==> src/rtl/dma_evt_pkg.sv <==
package dma_evt_pkg;

  localparam int TAG_W = 4;

  typedef enum logic [TAG_W-1:0] {
    TG_PAYLOAD = 4'd0,
    TG_ATTR_HS = 4'd1,
    TG_ATTR_DS = 4'd2,
    TG_CTRL_HS = 4'd3,
    TG_PIXH_S  = 4'd4,
    TG_PIX_FS  = 4'd5,
    TG_ATTR_HE = 4'd6,
    TG_ATTR_DE = 4'd7,
    TG_CTRL_HE = 4'd8,
    TG_PIXH_E  = 4'd9,
    TG_PIX_FE  = 4'd10,
    TG_FE_CODE = 4'd11
  } tag_e;

  // Tag opens a header, packet or frame.
  function automatic logic tag_opens(input logic [TAG_W-1:0] t);
    case (tag_e'(t))
      TG_ATTR_HS, TG_ATTR_DS, TG_CTRL_HS, TG_PIXH_S, TG_PIX_FS: return 1'b1;
      default: return 1'b0;
    endcase
  endfunction

  // Tag closes a header, packet or frame.
  function automatic logic tag_closes(input logic [TAG_W-1:0] t);
    case (tag_e'(t))
      TG_ATTR_HE, TG_ATTR_DE, TG_CTRL_HE, TG_PIXH_E, TG_PIX_FE, TG_FE_CODE: return 1'b1;
      default: return 1'b0;
    endcase
  endfunction

  // Lines per circular event for a 2-bit mode code.
  function automatic logic [5:0] circ_lines(input logic [1:0] m);
    return 6'd4 << m;
  endfunction

endpackage

==> src/rtl/dma_evt_ctx.sv <==
module dma_evt_ctx
  import dma_evt_pkg::*;
#(
  parameter int LINE_W = 14,
  parameter int OWE_W  = 4
) (
  input  logic              clk,
  input  logic              rst_n,
  input  logic              acc,
  input  logic [TAG_W-1:0]  tag,
  input  logic              eol,
  input  logic              drop,
  input  logic              wr_done,
  input  logic [1:0]        circ_mode,
  output logic              ev_start,
  output logic              ev_end,
  output logic              ev_circ,
  output logic              eol_hit,
  output logic [LINE_W-1:0] line_base
);

  logic              opens, closes, kept_eol, wr_take, circ_wrap;
  logic [OWE_W-1:0]  owed;
  logic              end_pend;
  logic [LINE_W-1:0] line_cnt;
  logic [5:0]        circ_cnt;

  assign opens     = acc && tag_opens(tag);
  assign closes    = acc && tag_closes(tag);
  assign kept_eol  = acc && eol && !drop;
  assign wr_take   = wr_done && (owed != '0);
  assign circ_wrap = (circ_cnt + 6'd1) == circ_lines(circ_mode);

  assign ev_start  = opens;
  assign ev_end    = end_pend && (owed == '0);
  assign ev_circ   = wr_done && !opens && circ_wrap;
  assign eol_hit   = acc && eol;
  assign line_base = opens ? '0 : line_cnt;

  // Kept lines still waiting for their line-final write request.
  always_ff @(posedge clk or negedge rst_n) begin
    if (!rst_n) begin
      owed <= '0;
    end else begin
      case ({kept_eol, wr_take})
        2'b10:   owed <= owed + 1'b1;
        2'b01:   owed <= owed - 1'b1;
        default: owed <= owed;
      endcase
    end
  end

  // End tag seen, frame end not yet reported.
  always_ff @(posedge clk or negedge rst_n) begin
    if (!rst_n)      end_pend <= 1'b0;
    else if (closes) end_pend <= 1'b1;
    else if (ev_end) end_pend <= 1'b0;
  end

  // Lines received since the last frame start.
  always_ff @(posedge clk or negedge rst_n) begin
    if (!rst_n)           line_cnt <= '0;
    else if (opens)       line_cnt <= eol ? LINE_W'(1) : '0;
    else if (acc && eol)  line_cnt <= line_cnt + 1'b1;
  end

  // Line-final write requests within the current circular window.
  always_ff @(posedge clk or negedge rst_n) begin
    if (!rst_n)        circ_cnt <= '0;
    else if (opens)    circ_cnt <= '0;
    else if (wr_done)  circ_cnt <= circ_wrap ? 6'd0 : circ_cnt + 6'd1;
  end

endmodule

==> src/rtl/dma_evt_linehit.sv <==
module dma_evt_linehit #(
  parameter int NUM_CTX = 4,
  parameter int LINE_W  = 14,
  parameter int PORT_W  = 5
) (
  input  logic [NUM_CTX-1:0]        eol_hit,
  input  logic [NUM_CTX*LINE_W-1:0] line_base,
  input  logic [LINE_W-1:0]         target,
  input  logic [PORT_W-1:0]         port,
  output logic                      hit
);

  always_comb begin
    hit = 1'b0;
    for (int i = 0; i < NUM_CTX; i++) begin
      if (port == PORT_W'(i) && eol_hit[i] &&
          line_base[i*LINE_W +: LINE_W] == target)
        hit = 1'b1;
    end
  end

endmodule

==> src/rtl/dma_evt_irqreg.sv <==
module dma_evt_irqreg #(
  parameter int STAT_W = 13
) (
  input  logic              clk,
  input  logic              rst_n,
  input  logic [STAT_W-1:0] ev,
  input  logic [STAT_W-1:0] st_clr,
  input  logic [STAT_W-1:0] en_set,
  input  logic [STAT_W-1:0] en_clr,
  output logic [STAT_W-1:0] status,
  output logic [STAT_W-1:0] enable,
  output logic              irq
);

  always_ff @(posedge clk or negedge rst_n) begin
    if (!rst_n) begin
      status <= '0;
      enable <= '0;
      irq    <= 1'b0;
    end else begin
      status <= (status & ~st_clr) | ev;
      enable <= (enable & ~en_clr) | en_set;
      irq    <= |(status & enable);
    end
  end

endmodule

==> src/rtl/dma_evt_gen.sv <==
module dma_evt_gen
  import dma_evt_pkg::*;
#(
  parameter int NUM_CTX = 4,
  parameter int LINE_W  = 14,
  parameter int PORT_W  = 5,
  parameter int OWE_W   = 4,
  localparam int CTX_W  = $clog2(NUM_CTX),
  localparam int STAT_W = 3 * NUM_CTX + 1
) (
  input  logic                   clk,
  input  logic                   rst_n,
  input  logic                   mon_valid,
  input  logic                   mon_ready,
  input  logic [CTX_W-1:0]       mon_ctx,
  input  logic [TAG_W-1:0]       mon_tag,
  input  logic                   mon_eol,
  input  logic                   mon_drop,
  input  logic                   wr_issue,
  input  logic                   wr_line_end,
  input  logic [CTX_W-1:0]       wr_ctx,
  input  logic [2*NUM_CTX-1:0]   cfg_circ_mode,
  input  logic [LINE_W-1:0]      cfg_line_idx,
  input  logic [PORT_W-1:0]      cfg_line_port,
  input  logic [STAT_W-1:0]      st_clr,
  input  logic [STAT_W-1:0]      en_set,
  input  logic [STAT_W-1:0]      en_clr,
  output logic [STAT_W-1:0]      status,
  output logic [STAT_W-1:0]      enable,
  output logic                   irq,
  output logic [5:0]             hw_ctx_count
);

  logic                      xfer;
  logic [NUM_CTX-1:0]        ev_start, ev_end, ev_circ, eol_hit;
  logic [NUM_CTX*LINE_W-1:0] line_base;
  logic                      line_ev;
  logic [STAT_W-1:0]         ev;

  assign xfer         = mon_valid && mon_ready;
  assign hw_ctx_count = 6'(NUM_CTX);

  for (genvar c = 0; c < NUM_CTX; c++) begin : g_ctx
    dma_evt_ctx #(.LINE_W(LINE_W), .OWE_W(OWE_W)) u_ctx (
      .clk       (clk),
      .rst_n     (rst_n),
      .acc       (xfer && mon_ctx == CTX_W'(c)),
      .tag       (mon_tag),
      .eol       (mon_eol),
      .drop      (mon_drop),
      .wr_done   (wr_issue && wr_line_end && wr_ctx == CTX_W'(c)),
      .circ_mode (cfg_circ_mode[2*c +: 2]),
      .ev_start  (ev_start[c]),
      .ev_end    (ev_end[c]),
      .ev_circ   (ev_circ[c]),
      .eol_hit   (eol_hit[c]),
      .line_base (line_base[c*LINE_W +: LINE_W])
    );
  end

  dma_evt_linehit #(.NUM_CTX(NUM_CTX), .LINE_W(LINE_W), .PORT_W(PORT_W)) u_line (
    .eol_hit   (eol_hit),
    .line_base (line_base),
    .target    (cfg_line_idx),
    .port      (cfg_line_port),
    .hit       (line_ev)
  );

  assign ev = {line_ev, ev_circ, ev_end, ev_start};

  dma_evt_irqreg #(.STAT_W(STAT_W)) u_regs (
    .clk    (clk),
    .rst_n  (rst_n),
    .ev     (ev),
    .st_clr (st_clr),
    .en_set (en_set),
    .en_clr (en_clr),
    .status (status),
    .enable (enable),
    .irq    (irq)
  );

endmodule

==> config.mk <==
export PLATFORM = sky130hd
export DESIGN_NAME = dma_evt_gen
export DESIGN_NICKNAME = d
export VERILOG_FILES = /design/src/rtl/dma_evt_pkg.sv /design/src/rtl/dma_evt_ctx.sv /design/src/rtl/dma_evt_linehit.sv /design/src/rtl/dma_evt_irqreg.sv /design/src/rtl/dma_evt_gen.sv
export SDC_FILE = /design/constraint.sdc
export NUM_CORES = 1
export LEC_CHECK = 0
export BUFFER_PORTS_ARGS = -buffer_cell sky130_fd_sc_hd__buf_4
export CORE_ASPECT_RATIO = 0.7
export CORE_MARGIN = 5
export CORE_UTILIZATION = 36
export CTS_BUF_LIST = sky130_fd_sc_hd__clkbuf_8 sky130_fd_sc_hd__clkbuf_16
export DETAILED_ROUTE_END_ITERATION = 8
export GPL_TIMING_DRIVEN = 1
export PLACE_DENSITY = 0.62
export SYNTH_ARGS = -nofsm -noshare
export SYNTH_HDL_FRONTEND = slang
export SYNTH_HIERARCHICAL = 1
export SYNTH_SLANG_ARGS = --single-unit
==> constraint.sdc <==
create_clock -name clk -period 2.93 [get_ports clk]
set_input_delay 0.293 -clock clk [delete_from_list [all_inputs] [get_ports clk]]
set_output_delay 0.293 -clock clk [all_outputs]
set_load 0.02 [all_outputs]
# == After elaboration in Yosys (flattened, before gate mapping) ==
# Cells that the tools add are included.
# classes
n_reduce_logical,85
n_eq_ne,36
add_sub_neg,16
n_shift,4
n_mux,43
n_bitwise,7
# ops
op,n
$mux W14,12
$mux W6,12
$add A14 B1 Y14 const B,4
$eq A14 B14 Y1,4
$logic_and A1 B1 Y1,50
$and A13 B13 Y13,3
$pmux W4 S2,4
$reduce_bool A2 Y1,16
$not A13 Y13,2
$or A13 B13 Y13,2
$add A6 B1 Y6 const B,4
$eq A6 B6 Y1,4
$shl A3 B2 Y6 const A,4
$add A4 B1 Y4 const B,4
$eq A2 B2 Y1 const B,8
$eq A4 B3 Y1 const B,4
$eq A4 B4 Y1 const B,4
$logic_not A4 Y1,4
$reduce_bool A4 Y1,4
$sub A4 B1 Y4 const B,4
$mux W1,15
$reduce_or A13 Y1,1
$eq A2 B1 Y1 const B,6
$eq A5 B2 Y1 const B,2
other kinds (8),14
# totals
output_inout_bits,33
reg_bits,127
in_bits,82
word_cells,210

# == Longest topological paths before layout ==
# Gate-level depths: netlist (run 1).
# logic_depth
depth_word,12
depth_mapped,11
ltp_nobuf,11

# == By module ==
# Netlist (run 1), hierarchy kept.
# by_module_without_submodules
module,area_each_um2,cells_per_inst,seq_area_each_um2,n_inst
dma_evt_ctx,1571.5,169,625.6,4
dma_evt_irqreg,1029.7,87,675.6,1
dma_evt_linehit,650.6,82,0.0,1
dma_evt_gen,142.6,16,0.0,1

# == Least setup slack after synthesis (run 1) ==
# Ideal clock, no wire load.
# synth_path
path_kind,input to register
from,input port mon_ctx[1]
to,register u_regs.status[12]
cell_stages,11
setup_ns,0.064
arrival_ns,2.638
n_path_buf,1
path_slack_ns,0.228
t_required_ns,2.866
path_cell_list,and4b_2 -> inv_1 -> a2111oi_2 -> clkbuf_4 -> nor2b_1 -> xor2_1 -> nor4_1 -> nand4_1 -> o311a_1 -> nor3_1 -> a21o_1
# synth_via
elab_cells_between_ends,37
cone_classes,7 x eq/ne; 8 x mux; 1 x bitwise; 21 x reduce/logical
# synth_rtl
item,line_no,rtl
from (decl),dma_evt_gen.sv:15,"input logic [CTX_W-1:0] mon_ctx,"
$eq A2 B1 Y1,dma_evt_gen.sv:47,".acc (xfer && mon_ctx == CTX_W'(c)),"
$logic_and A1 B1 Y1,dma_evt_gen.sv:47,
$logic_and A1 B1 Y1,dma_evt_ctx.sv:28,assign opens = acc && tag_opens(tag);
$mux W14,dma_evt_ctx.sv:38,assign line_base = opens ? '0 : line_cnt;
via line_base[26],dma_evt_gen.sv:36,logic [NUM_CTX*LINE_W-1:0] line_base;
$eq A14 B14 Y1,dma_evt_linehit.sv:17,line_base[i*LINE_W +: LINE_W] == target)
$logic_and A1 B1 Y1,dma_evt_linehit.sv:16,if (port == PORT_W'(i) && eol_hit[i] &&
$mux W1 (3 in a row),dma_evt_linehit.sv:16,
via ev[12],dma_evt_gen.sv:38,logic [STAT_W-1:0] ev;
$or A13 B13 Y13,dma_evt_irqreg.sv:21,status <= (status & ~st_clr) | ev;
to (signal assigned),dma_evt_irqreg.sv:21,
to (decl),dma_evt_irqreg.sv:10,"output logic [STAT_W-1:0] status,"
# The timed path passes the listed nets, and every way through them passes these cells.
# A chain may end at the register's enable or synchronous reset.

# == Worst setup path after layout (run 1) ==
# layout_path
from,register g_ctx[2].u_ctx.owed[1]
to,register g_ctx[2].u_ctx.owed[2]
# layout_via
elab_chain_len,4
elab_cells_between_ends,8
cone_classes,2 x add/sub; 2 x eq/ne; 1 x mux; 3 x reduce/logical
# layout_rtl
item,line_no,rtl
from (decl),dma_evt_ctx.sv:23,logic [OWE_W-1:0] owed;
from (signal assigned),dma_evt_ctx.sv:46,2'b10: owed <= owed + 1'b1;
from (signal assigned),dma_evt_ctx.sv:47,2'b01: owed <= owed - 1'b1;
from (signal assigned),dma_evt_ctx.sv:48,default: owed <= owed;
branches (longest 4 deep; another with $sub A4 B1 Y4),-,
# Parallel ways; which one is timed is not known.

==> flow_metrics.py, run 1 <==
metrics = {
    "global_route": {
        "grt_max_degree": 49,
        "grt_pass1_wl_um": 34100,
        "grt_remaining_overflow": 0,
        "antenna_found_initial": 0,
        "grt.total_usage": 0.166,
        "first_global_vias": 6250,
    },
    "worst_setup_path": {
        "critPathLaunchType": "flip-flop",
        "regToRegEndpoint": "g_ctx[2].u_ctx/owed[2]",
        "critical_path_class": "reg2reg",
        "cpPeakStageDelay_ns": 0.52,
        "end_kind": "flip-flop",
        "rrSetupSlack_ns": 0.50,
        "cp_data_required_time_ns": 3.24,
        "r2r-start": "g_ctx[2].u_ctx/owed[1]",
        "cp_cell_sequence": "nor4_1 -> nor2_1 -> ha_1 -> xor2_1 -> ha_1 -> a21oi_1 -> xor2_1 -> nor2_1 -> xor2_1",
        "worstPathArrival_ns": 2.74,
        "critPathSlowestCell": "nor4_1",
        "cp_max_fo": 7,
        "crit_top_cell": "xor2_1",
        "reg2reg_depth": 9,
    },
    "sta": {
        "setup_violations": 0,
        "finalMaxSlewViolations": 0,
        "fin_crit_sh": 0.828,
        "finClkSkew_ns": 0.00959,
        "hold_violations": 0,
        "period_minus_slack_ns": 2.43,
        "worstMarginPinSlew_ns": 0.829,
        "slew_headroom": 0.442,
        "tns_ns": 0,
        "fmax_mhz": 412,
        "rsz0062_at_grt": "false",
    },
    "placement": {
        "port_buffers": 108,
        "dpl.hpwl_um": 16100,
        "dpl.cell_count": 1251,
        "gp_congestion": 0.877,
    },
    "yosys": {
        "synth_edf_count": 0,
        "synth_area_um2": 8110,
        "yosysUniqueCellTypes": 50,
        "yosys_warnings": 6,
        "netlist_instances": 861,
        "synth-main-ff-cell": "dfrtp_1",
        "synth_common_cells": "dfrtp_1 (127), nor2_1 (92), xor2_1 (84)",
        "syn-mean-instance-area_um2": 9.42,
        "yosysMostFrequentCell": "dfrtp_1",
        "ys_seq_area_frac": 0.392,
        "yosysTopAreaCell": "dfrtp_1",
        "synth-async-reset-ratio": 1.00,
        "synth_top_area_share": 0.392,
        "synth_area_leaders": "dfrtp_1 (39%), xor2_1 (9.1%), xnor2_1 (6.0%)",
        "ys_ff_latch": 127,
    },
    "status": {
        "status": "complete, no violations",
    },
    "power_and_ir_drop": {
        "power.leakage_nw": 4.60,
        "p_per_area_nw_per_um2": 577,
        "ir_drop_v": 0.000413,
        "power_mw": 5.69,
    },
    "die": {
        "rows": 46,
        "initial_core_util": 0.362,
        "core-area_um2": 22400,
        "die_area_um2": 25700,
        "die_w_um": 189,
        "io_pins": 115,
        "dieHeight_um": 136,
    },
    "cts": {
        "clk_latency_ns": 0.42,
        "clk_path_buf_depth": 2,
        "cts.sinks": 127,
        "post_cts_buffers": 0,
        "tritoncts": "built",
        "cts_resized": 0,
        "htreeDepth": 4,
        "cts_buffers": 17,
        "clkTransAtPathRegs_ns": 0.06,
        "clockRootBuffer": "clkbuf_16",
        "holdBufCountCts": 1,
    },
    "drt": {
        "routed_wl_um": 20900,
        "vias": 6470,
        "wl_per_cell_um": 16.3,
        "vias_per_cell": 5.04,
        "drtIter0Drc": 534,
        "firstDrtPassIters": 5,
        "drtAntennaViolNets": 0,
        "drc_errors": 0,
    },
    "min_path": {
        "worstHoldPathType": "in2reg",
        "hold_path_startpoint": "en_set[4]",
        "worstHoldEndpoint": "u_regs/enable[4]",
        "hold_depth": 2,
    },
    "final_layout": {
        "drive_above_1_share": 0.194,
        "utilization": 0.440,
        "nets": 1085,
        "layoutNonFillerInstCount": 1284,
        "syn_to_final_growth_pct": 21.6,
        "diodes": 0,
    },
    "run": {
        "maxCapViolCount": 0,
    },
}
## power by group
group          leakage [nW]  switching (mW)  internal [mW]
Sequential             1.68           0.378           2.04
Combinational          2.64           0.627          0.640
Clock                 0.276           0.872           1.13
Total                  4.60            1.88           3.81
## worst max-delay path by stage
stage	startpoint	endpoint	slack, ns	cells past startpoint
global route	g_ctx[2].u_ctx/owed[1]	g_ctx[2].u_ctx/owed[2]	0.33	9
floorplan	mon_ctx[1]	u_regs/status[12]	0.23	11
CTS	g_ctx[2].u_ctx/owed[1]	g_ctx[2].u_ctx/owed[2]	0.53	9
global placement	mon_ctx[1]	u_regs/status[12]	0.27	11
finish	g_ctx[2].u_ctx/owed[1]	g_ctx[2].u_ctx/owed[2]	0.50	9
detailed placement	mon_ctx[1]	u_regs/status[12]	0.21	11
## cells in the final DEF, fill, tap and decap left out, types with 16 or more instances in the layout
cell type,n
xor2_1,84
inv_1,50
nand3_1,27
nand2_1,61
buf_4,117
xnor2_1,56
o21ai_0,16
ha_1,20
nor3_1,19
nand4_1,24
a21o_1,25
nor2_1,92
mux2i_1,16
nor2b_1,57
dfrtp_1,127
nor4_1,31
clkbuf_16,17
## registers in the layout, summed over array words and instances (netlist names)
register              cells
g_ctx.u_ctx/owed         16
u_regs/status            13
g_ctx.u_ctx/end_pend      4
g_ctx.u_ctx/line_cnt     56
u_regs/enable            13
g_ctx.u_ctx/circ_cnt     24
u_regs/irq                1
## cell families (layout without fill, tap and decap cells)
kind of cell | after synthesis | after routing | share of synthesized area
and+or+nand+nor | 382 | 382 | 0.262
xor gates and xnor gates | 140 | 140 | 0.151
DFF | 127 | 127 | 0.392
AOI/OAI and AO/OA | 98 | 98 | 0.0929
buffers and inverters | 72 | 203 | 0.0454
adders and majority gates | 20 | 20 | 0.0309
muxes | 20 | 20 | 0.0253
other | 2 | 6 | 0.000926
## layer usage
layer	wire, um	track usage	vias up
li1	-	-	3218
met1	11000	0.259	3072
met2	8310	0.228	171
met3	1510	0.0505	9
met4	99	0.0277	0
met5	0	0	-
## layout make-up
class,count,area [um2]
fillers,2139,12500
multi-input cells,666,4630
clock inverters,14,119
well taps,288,360
repair buffers,121,948
flip-flops and latches,127,3180
clock buffers,18,439
inverters,50,188
## worst max-delay path, delay by kind of cell, from the launching register on
kind,cells,cell delay (ns)
flops,1,0.45
xor+xnor,3,0.50
simple gates,3,0.72
compound gates,1,0.16
fa+ha+maj,2,0.48
## per-stage QoR
| step | setup WS (ns) | area (um2) | hold slack, ns |
|---|---|---|---|
| 2_1_floorplan | 0.228 | 8120 | -0.00259 |
| 3_3_place_gp | 0.272 | 9290 | 0.357 |
| 3_5_place_dp | 0.207 | 9290 | 0.360 |
| 4_1_cts | 0.534 | 9860 | 0.0289 |
| 5_1_grt | 0.334 | 9860 | 0.0198 |
| 6_report | 0.504 | 9860 | 0.0469 |
Power figures use the tool's default switching activity.
==> inputs of run 2 (changes only) <==
clock period = 2.31 ns   (was 2.93 ns; I/O delays follow)
==> run 2 against run 1 <==
  * Routed wire length up 3.1%
  * Register-to-register slack worse by 0.38 ns
  * Sequential share of layout area down 1.8 points
  * Sequential power up 27%
  * Largest power group unchanged
==> flow_metrics.py, run 2 (same netlist as run 1, synthesis figures left out) <==
metrics = {
    "drt": {
        "routed_wl_um": 21500,
        "vias": 6839,
        "drtAntennaViolNets": 0,
        "wl_per_cell_um": 16.0,
        "drc_errors": 0,
        "drtIter0Drc": 451,
        "vias_per_cell": 5.09,
        "firstDrtPassIters": 5,
    },
    "worst_setup_path": {
        "crit_path_end": "g_ctx[2].u_ctx/owed[2]",
        "rrSetupSlack_ns": 0.13,
        "worstPathArrival_ns": 2.48,
        "cp_max_fo": 7,
        "regToRegEndpoint": "g_ctx[2].u_ctx/owed[2]",
        "cp_data_required_time_ns": 2.61,
        "end_kind": "flip-flop",
        "reg2reg_depth": 9,
        "r2r-start": "g_ctx[2].u_ctx/owed[1]",
        "critPathLaunchType": "flip-flop",
        "cp-startpoint": "g_ctx[2].u_ctx/owed[1]",
        "critical_path_class": "reg2reg",
    },
    "die": {
        "io_pins": 115,
        "initial_core_util": 0.362,
        "rows": 46,
        "dieHeight_um": 136,
        "core-area_um2": 22400,
        "die_area_um2": 25700,
        "die_w_um": 189,
    },
    "global_route": {
        "grt.total_usage": 0.168,
        "grt_remaining_overflow": 0,
        "grt_max_degree": 128,
        "first_global_vias": 6402,
        "grt_pass1_wl_um": 34200,
        "antenna_found_initial": 1,
    },
    "final_layout": {
        "final_area_um2": 10500,
        "fill_cells": 2102,
        "utilization": 0.467,
        "nets": 1144,
        "final_cell_mix": "buf_4 (163), dfrtp_1 (127), nor2_1 (92), xor2_1 (84), nand2_1 (61)",
        "drive_above_1_share": 0.228,
        "syn_to_final_growth_pct": 29.0,
        "top_regs": "g_ctx.u_ctx/line_cnt x56, g_ctx.u_ctx/circ_cnt x24, g_ctx.u_ctx/owed x16",
        "largest_register_ffs": 56,
        "layoutNonFillerInstCount": 1343,
        "final_common_cell": "buf_4",
        "diodes": 0,
        "top_register": "g_ctx.u_ctx/line_cnt",
    },
    "sta": {
        "finClkSkew_ns": 0.00755,
        "rsz0062_at_grt": "false",
        "fin_crit_sh": 0.944,
        "period_minus_slack_ns": 2.18,
        "slew_headroom": 0.539,
        "worstMarginPinSlew_ns": 0.691,
        "setup_violations": 0,
        "hold_violations": 0,
        "fmax_mhz": 458,
        "finalMaxSlewViolations": 0,
    },
    "placement": {
        "dpl.hpwl_um": 16200,
        "dpl-instance-area_um2": 9660,
        "dpl.cell_count": 1298,
        "gp_congestion": 0.879,
        "port_buffers": 108,
    },
    "power_and_ir_drop": {
        "sw_frac_of_total": 0.298,
        "power.leakage_nw": 4.94,
        "switchingPower_mw": 2.31,
        "p_int_mw": 5.43,
        "p_per_area_nw_per_um2": 740,
        "ir_drop_v": 0.000514,
        "power_frac_seq": 0.397,
        "clkPwrFrac": 0.373,
        "combPwrFrac": 0.230,
    },
    "min_path": {
        "worstHoldPathType": "in2reg",
    },
    "cts": {
        "tritoncts": "built",
        "clockRootBuffer": "clkbuf_16",
        "cts.sinks": 127,
        "clk_path_buf_depth": 2,
        "clkTransAtPathRegs_ns": 0.06,
        "clk_latency_ns": 0.42,
        "post_cts_buffers": 0,
        "cts_buffers": 17,
        "htreeDepth": 4,
    },
    "status": {
        "status": "complete, no violations",
    },
    "run": {
        "maxCapViolCount": 0,
    },
}
[run 2: stage by stage]
step | hold WS, ns | setup slack (ns) | setup TNS [ns] | total power [mW]
after floorplan | -0.0646 | -0.0677 | -0.0677 | 4.07
after global placement | 0.405 | -0.108 | -0.184 | 4.76
after detailed placement | 0.410 | -0.198 | -0.237 | 4.81
after CTS | 0.00305 | 0.107 | 0 | 7.77
after global routing | 0.00432 | 0.0100 | 0 | 8.17
final | 0.0210 | 0.129 | 0 | 7.74
[run 2: power by group through the flow]
stage,Combinational (mW),Sequential [mW],Clock (mW)
after detailed placement,1.75,3.06,0
after global placement,1.70,3.06,0
after global routing,1.98,3.14,3.05
after CTS,1.78,3.05,2.95
after floorplan,1.04,3.03,0
final,1.78,3.07,2.89
[run 2: area by class of cell]
| type | instances | area (um2) | area share |
|---|---|---|---|
| Inverter | 50 | 188 | 0.0179 |
| Clock buffer | 21 | 480 | 0.0459 |
| Multi-Input combinational cell | 666 | 4660 | 0.445 |
| Tap cell | 288 | 360 | 0.0344 |
| Timing Repair Buffer | 180 | 1430 | 0.137 |
| Clock inverter | 11 | 164 | 0.0157 |
| Sequential cell | 127 | 3180 | 0.304 |
[run 2: worst min-delay path by stage]
stage | start | endpoint | slack (ns) | depth (start not counted)
final | en_set[1] | u_regs/enable[1] | 0.02 | 2
after global routing | en_set[1] | u_regs/enable[1] | 0.004 | 2
after CTS | en_set[1] | u_regs/enable[1] | 0.003 | 2
after detailed placement | rst_n | u_regs/enable[7] | 0.41 | 2
after global placement | rst_n | g_ctx[1].u_ctx/circ_cnt[2] | 0.40 | 2
after floorplan | rst_n | g_ctx[0].u_ctx/circ_cnt[0] | -0.06 | 0
[run 2: layer usage]
metal  GRT usage  vias up  part of all wire
met5           0        -           0.00032
li1            -     3345                 -
met4      0.0430        2             0.015
met3      0.0420       27             0.074
met2       0.232      212              0.40
met1       0.259     3253              0.51
[run 2: critical path: stages (launching register included)]
cell	delay, ns
dfrtp_1	0.45
nor4_1	0.37
nor2_1	0.14
ha_1	0.26
xor2_1	0.17
ha_1	0.18
a21oi_1	0.14
xor2_1	0.16
nor2_1	0.06
xor2_1	0.14
[run 2: timing repair]
action | in CTS | in global routing
setup endpoints to repair | 2 | 4
hold buffers | 13 | 0
pin swaps | 0 | 1
gates cloned | 0 | 0
resized for setup | 1 | 3
endpoints found under the hold margin | 139 | 0
